--- src/rtl/flash_seq_pkg.sv ---
package flash_seq_pkg;

    typedef enum logic [1:0] {
        K_PROG   = 2'd0,
        K_SERASE = 2'd1,
        K_CERASE = 2'd2,
        K_NONE   = 2'd3
    } req_kind_e;

    typedef enum logic [1:0] {
        AS_555  = 2'd0,
        AS_2AA  = 2'd1,
        AS_TGT  = 2'd2,
        AS_ZERO = 2'd3
    } addr_sel_e;

    typedef enum logic [2:0] {
        PH_FIRST,
        PH_SCAN,
        PH_RECHECK,
        PH_CONF1,
        PH_CONF2
    } poll_ph_e;

    typedef enum logic [1:0] {
        V_MORE,
        V_PASS,
        V_FAIL
    } verdict_e;

    localparam logic [7:0] RESET_CMD = 8'hF0;

    // number of writes in a request's command sequence
    function automatic logic [2:0] seq_len(req_kind_e k);
        return (k == K_PROG) ? 3'd4 : 3'd6;
    endfunction

    function automatic logic [7:0] seq_byte(req_kind_e k, logic [2:0] i, logic [7:0] d);
        logic [7:0] b;
        case (i)
            3'd0, 3'd3: b = (k == K_PROG && i == 3'd3) ? d : 8'hAA;
            3'd1, 3'd4: b = 8'h55;
            3'd2:       b = (k == K_PROG) ? 8'hA0 : 8'h80;
            default:    b = (k == K_CERASE) ? 8'h10 : 8'h30;
        endcase
        return b;
    endfunction

    function automatic addr_sel_e seq_addr(req_kind_e k, logic [2:0] i);
        addr_sel_e a;
        case (i)
            3'd1, 3'd4: a = AS_2AA;
            3'd3:       a = (k == K_PROG) ? AS_TGT : AS_555;
            3'd5:       a = (k == K_SERASE) ? AS_TGT : AS_555;
            default:    a = AS_555;
        endcase
        return a;
    endfunction

endpackage

--- src/rtl/flash_bus_cycle.sv ---
module flash_bus_cycle #(
    parameter int AW   = 18,
    parameter int T_AS = 2,
    parameter int T_WP = 4,
    parameter int T_WH = 2,
    parameter int T_OE = 3
) (
    input  logic          clk,
    input  logic          rst,
    input  logic          go,
    input  logic          rd,
    input  logic [AW-1:0] addr,
    input  logic [7:0]    wdata,
    output logic          ack,
    output logic [7:0]    rdata,
    input  logic [7:0]    dq_i,
    output logic [AW-1:0] fl_addr,
    output logic [7:0]    dq_o,
    output logic          dq_oe,
    output logic          ce_n,
    output logic          oe_n,
    output logic          we_n
);
    localparam int TMAX = (T_AS > T_WP ? T_AS : T_WP) > (T_WH > T_OE ? T_WH : T_OE)
                        ? (T_AS > T_WP ? T_AS : T_WP) : (T_WH > T_OE ? T_WH : T_OE);
    localparam int CW = $clog2(TMAX + 1);

    typedef enum logic [1:0] {B_IDLE, B_SETUP, B_ACT, B_HOLD} bstate_e;

    bstate_e       st;
    logic [CW-1:0] cnt;
    logic          rd_q;
    logic [AW-1:0] addr_q;
    logic [7:0]    data_q;

    always_ff @(posedge clk) begin
        if (rst) begin
            st     <= B_IDLE;
            cnt    <= '0;
            rd_q   <= 1'b0;
            addr_q <= '0;
            data_q <= '0;
            ack    <= 1'b0;
            rdata  <= '0;
        end else begin
            ack <= 1'b0;
            case (st)
                B_IDLE: if (go) begin
                    st     <= B_SETUP;
                    cnt    <= CW'(T_AS - 1);
                    rd_q   <= rd;
                    addr_q <= addr;
                    data_q <= wdata;
                end
                B_SETUP: if (cnt == '0) begin
                    st  <= B_ACT;
                    cnt <= rd_q ? CW'(T_OE - 1) : CW'(T_WP - 1);
                end else cnt <= cnt - 1'b1;
                B_ACT: if (cnt == '0) begin
                    if (rd_q) rdata <= dq_i;
                    st  <= B_HOLD;
                    cnt <= CW'(T_WH - 1);
                end else cnt <= cnt - 1'b1;
                default: if (cnt == '0) begin
                    st  <= B_IDLE;
                    ack <= 1'b1;
                end else cnt <= cnt - 1'b1;
            endcase
        end
    end

    assign fl_addr = addr_q;
    assign dq_o    = data_q;
    assign ce_n    = (st == B_IDLE);
    assign we_n    = !(st == B_ACT && !rd_q);
    assign oe_n    = !(st == B_ACT && rd_q);
    assign dq_oe   = (st != B_IDLE) && !rd_q;

endmodule

--- src/rtl/flash_seq_ctrl.sv ---
module flash_seq_ctrl
    import flash_seq_pkg::*;
#(
    parameter int MAX_POLL = 1000
) (
    input  logic       clk,
    input  logic       rst,
    input  logic       req_start,
    input  logic [1:0] req_kind,
    input  logic       req_poll,
    input  logic [7:0] req_data,
    output logic       busy,
    output logic       done,
    output logic       pass,
    output logic       bus_go,
    output logic       bus_rd,
    output addr_sel_e  bus_sel,
    output logic [7:0] bus_wdata,
    input  logic       bus_ack,
    input  logic [7:0] bus_rdata
);
    localparam int RCW = $clog2(MAX_POLL + 1);

    typedef enum logic [2:0] {
        C_IDLE, C_WR_GO, C_WR_WAIT, C_RD_GO, C_RD_WAIT, C_RST_GO, C_RST_WAIT, C_DONE
    } cstate_e;

    cstate_e        st;
    req_kind_e      kind_q;
    logic [7:0]     data_q;
    logic           poll_q;
    logic [2:0]     idx;
    poll_ph_e       ph;
    logic [7:0]     prev;
    logic [RCW-1:0] nreads;

    logic           exp7;
    verdict_e       vd;
    poll_ph_e       ph_nx;
    logic [RCW-1:0] nreads_nx;

    assign exp7      = (kind_q == K_PROG) ? data_q[7] : 1'b1;
    assign nreads_nx = nreads + 1'b1;

    // status-read verdict
    always_comb begin
        vd    = V_MORE;
        ph_nx = ph;
        if (!poll_q) begin
            if (ph == PH_RECHECK)             vd = (bus_rdata[7] == exp7) ? V_PASS : V_FAIL;
            else if (bus_rdata[7] == exp7)    vd = V_PASS;
            else if (bus_rdata[5])            ph_nx = PH_RECHECK;
        end else begin
            case (ph)
                PH_FIRST: ph_nx = PH_SCAN;
                PH_SCAN: begin
                    if (bus_rdata[6] == prev[6]) vd = V_PASS;
                    else if (bus_rdata[5])       ph_nx = PH_CONF1;
                end
                PH_CONF1: ph_nx = PH_CONF2;
                default:  vd = (bus_rdata[6] != prev[6]) ? V_FAIL : V_PASS;
            endcase
        end
        if (vd == V_MORE && nreads_nx >= RCW'(MAX_POLL)) vd = V_FAIL;
    end

    always_ff @(posedge clk) begin
        if (rst) begin
            st     <= C_IDLE;
            kind_q <= K_PROG;
            data_q <= '0;
            poll_q <= 1'b0;
            idx    <= '0;
            ph     <= PH_FIRST;
            prev   <= '0;
            nreads <= '0;
            pass   <= 1'b0;
        end else begin
            case (st)
                C_IDLE: if (req_start && req_kind != K_NONE) begin
                    st     <= C_WR_GO;
                    kind_q <= req_kind_e'(req_kind);
                    data_q <= req_data;
                    poll_q <= req_poll;
                    idx    <= '0;
                    pass   <= 1'b0;
                end
                C_WR_GO: st <= C_WR_WAIT;
                C_WR_WAIT: if (bus_ack) begin
                    if (idx == seq_len(kind_q) - 3'd1) begin
                        st     <= C_RD_GO;
                        ph     <= poll_q ? PH_FIRST : PH_SCAN;
                        nreads <= '0;
                    end else begin
                        idx <= idx + 3'd1;
                        st  <= C_WR_GO;
                    end
                end
                C_RD_GO: st <= C_RD_WAIT;
                C_RD_WAIT: if (bus_ack) begin
                    nreads <= nreads_nx;
                    prev   <= bus_rdata;
                    ph     <= ph_nx;
                    case (vd)
                        V_PASS:  begin pass <= 1'b1; st <= C_DONE; end
                        V_FAIL:  st <= C_RST_GO;
                        default: st <= C_RD_GO;
                    endcase
                end
                C_RST_GO:   st <= C_RST_WAIT;
                C_RST_WAIT: if (bus_ack) st <= C_DONE;
                default:    st <= C_IDLE;
            endcase
        end
    end

    always_comb begin
        bus_go    = (st == C_WR_GO) || (st == C_RD_GO) || (st == C_RST_GO);
        bus_rd    = (st == C_RD_GO);
        bus_sel   = AS_TGT;
        bus_wdata = RESET_CMD;
        if (st == C_WR_GO) begin
            bus_sel   = seq_addr(kind_q, idx);
            bus_wdata = seq_byte(kind_q, idx, data_q);
        end else if (st == C_RST_GO) begin
            bus_sel = AS_ZERO;
        end
    end

    assign busy = (st != C_IDLE) && (st != C_DONE);
    assign done = (st == C_DONE);

endmodule

--- src/rtl/flash_seq_top.sv ---
module flash_seq_top
    import flash_seq_pkg::*;
#(
    parameter int AW       = 18,
    parameter int T_AS     = 2,
    parameter int T_WP     = 4,
    parameter int T_WH     = 2,
    parameter int T_OE     = 3,
    parameter int MAX_POLL = 1000
) (
    input  logic          clk,
    input  logic          rst,
    input  logic          req_start,
    input  logic [1:0]    req_kind,
    input  logic          req_poll,
    input  logic [AW-1:0] req_addr,
    input  logic [7:0]    req_data,
    output logic          busy,
    output logic          done,
    output logic          pass,
    output logic [AW-1:0] fl_addr,
    output logic [7:0]    fl_dq_o,
    output logic          fl_dq_oe,
    input  logic [7:0]    fl_dq_i,
    output logic          fl_ce_n,
    output logic          fl_oe_n,
    output logic          fl_we_n
);
    logic          go, rd, ack;
    addr_sel_e     sel;
    logic [7:0]    wdata, rdata;
    logic [AW-1:0] tgt_q, bus_addr;

    always_ff @(posedge clk) begin
        if (rst)                       tgt_q <= '0;
        else if (req_start && !busy)   tgt_q <= req_addr;
    end

    always_comb begin
        case (sel)
            AS_555:  bus_addr = AW'(12'h555);
            AS_2AA:  bus_addr = AW'(12'h2AA);
            AS_TGT:  bus_addr = tgt_q;
            default: bus_addr = '0;
        endcase
    end

    flash_seq_ctrl #(.MAX_POLL(MAX_POLL)) u_ctrl (
        .clk(clk), .rst(rst),
        .req_start(req_start), .req_kind(req_kind), .req_poll(req_poll), .req_data(req_data),
        .busy(busy), .done(done), .pass(pass),
        .bus_go(go), .bus_rd(rd), .bus_sel(sel), .bus_wdata(wdata),
        .bus_ack(ack), .bus_rdata(rdata)
    );

    flash_bus_cycle #(.AW(AW), .T_AS(T_AS), .T_WP(T_WP), .T_WH(T_WH), .T_OE(T_OE)) u_bus (
        .clk(clk), .rst(rst),
        .go(go), .rd(rd), .addr(bus_addr), .wdata(wdata),
        .ack(ack), .rdata(rdata), .dq_i(fl_dq_i),
        .fl_addr(fl_addr), .dq_o(fl_dq_o), .dq_oe(fl_dq_oe),
        .ce_n(fl_ce_n), .oe_n(fl_oe_n), .we_n(fl_we_n)
    );

endmodule

--- config.mk ---
export PLATFORM = sky130hd
export DESIGN_NAME = flash_seq_top
export DESIGN_NICKNAME = d
export VERILOG_FILES = /design/src/rtl/flash_seq_pkg.sv /design/src/rtl/flash_bus_cycle.sv /design/src/rtl/flash_seq_ctrl.sv /design/src/rtl/flash_seq_top.sv
export SDC_FILE = /design/constraint.sdc
export NUM_CORES = 1
export LEC_CHECK = 0
export BUFFER_PORTS_ARGS = -buffer_cell sky130_fd_sc_hd__buf_4
export CAP_MARGIN = 5
export CORE_ASPECT_RATIO = 1.4
export CORE_UTILIZATION = 55
export CTS_BUF_LIST = sky130_fd_sc_hd__clkbuf_16
export DETAILED_ROUTE_END_ITERATION = 8
export PLACE_DENSITY_LB_ADDON = 0.3
export SLEW_MARGIN = 20
export SYNTH_ARGS = -nofsm -noshare
export SYNTH_HDL_FRONTEND = slang
export SYNTH_SLANG_ARGS = --single-unit
--- constraint.sdc ---
create_clock -name clk -period 7.3 [get_ports clk]
set_clock_uncertainty 0.15 [all_clocks]
set_input_delay 1.46 -clock clk [delete_from_list [all_inputs] [get_ports clk]]
set_output_delay 1.46 -clock clk [all_outputs]
set_load 0.05 [all_outputs]
# Word-level counts from Yosys, hierarchy flattened
# Cells that the tools add are included.
# totals
regBits	97
latch_bits	0
ramBits	0
mem_bits_ro	0
in_bits	40
elab_cells	175
memories	0
# classes
addsub	4
multipliers	0
div	0
n_lt_le_gt_ge	1
eq_ne	46
shift	0
n_mux	64
bitwise	0
reduce_logical	43
# op_table
operator	n
3-bit 2-to-1 mux	20
18-bit case mux with 3 select lines	1
10-bit 2-to-1 mux	3
2-bit 2-to-1 mux	14
8-bit case mux with 3 select lines	1
3-bit case mux with 7 select lines	1
10-bit case mux with 2 select lines	1
4-bit AND reduction	5
3-bit by 2-bit equality test with 1-bit output (second input constant)	6
3-bit equality test (second input constant)	6
2-bit by 1-bit != test with 1-bit output (second input constant)	9
3-bit case mux with 2 select lines	3
3-bit case mux with 3 select lines	2
8-bit 2-to-1 mux	2
3-bit logical NOT	4
6-bit 2-to-1 mux	2
2-bit case mux with 3 select lines	2
10-bit by 1-bit adder with 10-bit output (second input constant)	1
10-bit >= comparator (second input constant)	1
1-bit 2-to-1 mux	10
10-bit AND reduction	1
2-bit nonzero test	5
3-bit by 1-bit equality test with 1-bit output (second input constant)	3
3-bit by 2-bit != test with 1-bit output (second input constant)	3
23 further kinds	52

# Logic depth before layout (Yosys ltp)
# depth
ltp_word	13
mapped_depth	11
mapped_depth_nobuf	11

# Hierarchy
# From an unflattened synthesis, not the netlist that was laid out.
# hier_totals
hier_cells	582
area_unflattened_um2	4790.8
# modules_own_cells
module	n_inst	cells_each	area_per_inst_um2	seq_area_each_um2
flash_seq_ctrl	1	275	2149.6	640.6
flash_bus_cycle	1	206	1645.3	820.8
flash_seq_top	1	101	996.0	360.3

# Worst setup path after synthesis
# Ideal clock, no wire load.
# synth_path
path_kind	register -> output
start	register u_bus.st[0]
end	output fl_dq_oe
arrival_ps	1700
required_time_ps	5690
slack_ps	3990
stages_incl_launch_ff	5
path_buffers	1
path_cell_list	dfxtp_1 inv_1 ha_1 buf_4 nor2_1
# synth_via
elab_chain_len	2
# synth_lines
element	line	source
start: declaration	flash_bus_cycle.sv:30	bstate_e st;
start signal: assignment	flash_bus_cycle.sv:38	st <= B_IDLE;
start signal: assignment	flash_bus_cycle.sv:49	st <= B_SETUP;
start signal: assignment	flash_bus_cycle.sv:56	st <= B_ACT;
2-bit nonzero test	flash_bus_cycle.sv:77	assign dq_oe = (st != B_IDLE) && !rd_q;
1-bit logical AND	flash_bus_cycle.sv:77	
end: declaration	flash_seq_top.sv:23	output logic fl_dq_oe,
# No other way between the ends.

# Worst setup path in the final report
# layout_path
start	register u_ctrl.st[2]
end	output busy
# layout_via
elab_chain_len	2
word_cells_on_any_way	3
# layout_lines
element	line	source
start: declaration	flash_seq_ctrl.sv:28	cstate_e st;
start signal: assignment	flash_seq_ctrl.sv:69	st <= C_IDLE;
start signal: assignment	flash_seq_ctrl.sv:81	st <= C_WR_GO;
start signal: assignment	flash_seq_ctrl.sv:88	C_WR_GO: st <= C_WR_WAIT;
3-bit != test / 3-bit nonzero test (equally long branches)	flash_seq_ctrl.sv:130	assign busy = (st != C_IDLE) && (st != C_DONE);
1-bit logical AND (*)	flash_seq_ctrl.sv:130	
end: declaration	flash_seq_top.sv:18	output logic busy,
# Every way passes the cells marked *; elsewhere a longest branch is shown, timed or not.

==> results.ini <==
[clock_tree]
hold_buffers = 0
clk_latency_ns = 0.33
cts.clk_slew.worst_paths_ns = 0.06
cts_buffer_depth = 2
cts_tree = done
cts_sinks = 86
cts_buffers = 9
post_cts_buffers = 0
root_buffer = clkbuf_16
htree_levels = 3
cts_resized = 0

[synthesis]
ys_seq_area_frac = 0.408
async_flop_share = 0
synth-simple-area-share = 0.241
synth.distinct_cells = 62
synth-main-ff-cell = dfxtp_1
synthMuxAreaShare = 0.0691
yosys.area_share.xor_xnor = 0.00830
synth_fp_nets = 561
ys_ff_latch = 86
syn_inst = 507
synth_top_family_by_area = simple AND/OR/NAND/NOR gates
synth_compound_area_frac = 0.184
syn_area_mm2 = 0.00422
synth_adder_area_share = 0.0415
avgSynthCellArea_um2 = 8.32
ys_warn_count = 0
synth_edf_count = 0

[timing]
fin_crit_sh = 0.491
worst_pin_slew_ns = 0.961
finalHoldViolations = 0
slew_violations = 0
rsz0062_at_grt = false
period_minus_slack_ns = 3.59
fin_hold_ws_ns = 0.306
setup_viol = 0
fin_setup_tns_ns = 0
fmax_mhz = 279
slew_headroom = 0.351

[global_route]
grt_pass1_wl_mm = 16.2
antenna_found_initial = 0
overflow = 0
grt_pass1_vias = 3587
grt_usage = 0.249
grt_max_degree = 90

[power]
max-vdd-ir-drop_mv = 0.191
pwr_density_cell_mw_per_mm2 = 266
p_leak_uw = 0.00205

[drt]
first_iter_violations = 181
drtPass1Iterations = 5
num_vias = 3706
wire_per_inst_um = 14.6
ant_nets = 0
via_per_inst = 5.65
drc = 0
drt-total-wl_mm = 9.57

[die]
die_h_um = 106
ios = 73
initial_core_util = 0.570
std_cell_rows = 37
die-area_mm2 = 0.00803
die_x_um = 76.0
core_mm2 = 0.00741

[placed_design]
dpl.hpwl_mm = 6.69
placed_area_mm2 = 0.00470
numPortBuffers = 67
gp_congestion = 0.816

[finish]
num-fill-cells = 624
final_design_area_no_fill_mm2 = 0.00497
antennaDiodeCount = 0
drive_gt1_frac = 0.175
area_delta_synth_final_pct = 17.8
final_util = 0.671
nNetsFinal = 608

[run_status]
status = finished, final reports clean

[min_path]
hp-class = reg2reg

[critical_path]
slowest_stage = nor3_2
critPathRequiredTime_ns = 5.69
path_max_fanout = 14
crit_path_start_kind = register
cp.arrival_ns = 1.98
cp-end-kind = primary output
timing_worst_setup_path_type = reg2out
critPathMaxStageDelay_ns = 0.85
cp_cell_sequence = nor3_2 -> nor2_1 -> buf_4

[run]
drv_cap = 0

-- report_power, final --
part / switching [uW] / internal [uW] / total [uW] / leakage (uW)
Clock: 187 / 231 / 418 / 0.000134
Combinational: 230 / 128 / 358 / 0.00122
Sequential: 35.0 / 510 / 545 / 0.000700
-- final timing paths --
path,from,endpoint,slack [ns],cells after the start
worst max register to register,u_ctrl.st[2],u_ctrl.idx[0],4.32,5
worst min-delay path,u_bus.dq_o[1],u_bus.dq_o[1],0.31,2
worst min register to register,u_bus.dq_o[1],u_bus.dq_o[1],0.31,2
worst max-delay path,u_ctrl.st[2],busy,3.71,3
-- cell families (layout without fill, tap and decap cells) --
logic type / Yosys count / count (layout)
multiplexers: 29 / 29
flip-flops: 86 / 86
buffers and inverters: 43 / 95
AO/OA/AOI/OAI: 123 / 123
AND/OR/NAND/NOR: 208 / 208
XOR/XNOR: 4 / 4
adder cells (fa/ha/maj): 14 / 14
-- final cells by class --
cell class | count | area [um2] | area share
clock buffers | 9 | 225 | 0.0453
clock inverters | 7 | 47.5 | 0.00956
inverters | 11 | 41.3 | 0.00831
multi-input cells | 378 | 2300 | 0.463
flip-flops and latches | 86 | 1720 | 0.346
well taps | 97 | 121 | 0.0244
repair buffers | 68 | 510 | 0.103
-- synthesized netlist by cell type, drive strengths merged (2+ instances only) --
cell	count	area share
nor4	3	0.0044
a21oi	55	0.066
o22ai	3	0.0044
o31ai	3	0.0086
dfxtp	86	0.41
clkbuf	19	0.017
or3	4	0.0059
nor3	12	0.015
a21boi	2	0.0036
a211o	3	0.0062
o21bai	2	0.0036
xnor2	3	0.0062
o21a	6	0.012
o32ai	2	0.0042
buf	13	0.022
and2	4	0.0059
a311oi	2	0.0042
o21ai	27	0.033
nand3	25	0.030
nor2b	6	0.0089
inv	11	0.0098
ha	14	0.042
nand2b	10	0.017
a31oi	4	0.0059
a211oi	3	0.0053
nand4	2	0.0030
and3	4	0.0059
or4b	3	0.0071
or2	3	0.0044
nor2	72	0.064
nor3b	8	0.015
nand2	45	0.041
mux2i	28	0.066
nand3b	4	0.0071
-- worst max-delay path: cells and delay by family (launching register included) --
family | cells | cell delay, ns
flip-flops | 1 | 0.45
AND/OR/NAND/NOR | 2 | 0.96
buffers and inverters | 1 | 0.23
-- state kept, by name (all words and copies together), names as in the netlist, 2 cells and up --
signal and cells:
tgt_q 18, u_bus.st 2, u_ctrl.idx 3, u_ctrl.nreads 10
u_ctrl.kind_q 2, u_bus.dq_o 8, u_ctrl.ph 3, u_bus.fl_addr 18
u_bus.rdata 3, u_ctrl.st 3, u_bus.cnt 3, u_ctrl.data_q 8
-- through the flow --
step                worst slack, ns  power, uW  instances
CTS                            3.70       1330        656
detailed placement             3.90        910        640
finish                         3.71       1320        656
global placement               3.98        898        640
global route                   3.56       1390        656
floorplan                      3.99        821        507
-- per-layer routing --
layer / global-route usage / vias up / part of all wire
met2: 0.451 / 88 / 0.53
met5: 0 / - / 0
met3: 0.0571 / 9 / 0.056
met1: 0.285 / 1744 / 0.41
met4: 0.0879 / 0 / 0.013
li1: - / 1865 / -
-- placed cells by master, fill, tap and decap left out, drive strengths merged, types with 3 or more instances in the layout --
master  Yosys  final
buf        13     68
nor4        3      3
mux2i      28     28
a211o       3      3
ha         14     14
xnor2       3      3
and2        4      4
inv        11     13
a21oi      55     55
o21a        6      6
o21ai      27     27
nor3       12     12
or4b        3      3
o31ai       3      3
nand3      25     25
nor2b       6      6
nand2      45     45
nor2       72     72
nand3b      4      4
clkbuf     19      9
or3         4      4
and3        4      4
nand2b     10     10
clkinv      0      4
dfxtp      86     86
o22ai       3      3
or2         3      3
a211oi      3      3
a31oi       4      4
nor3b       8      8
Power figures use the tool's default switching activity.
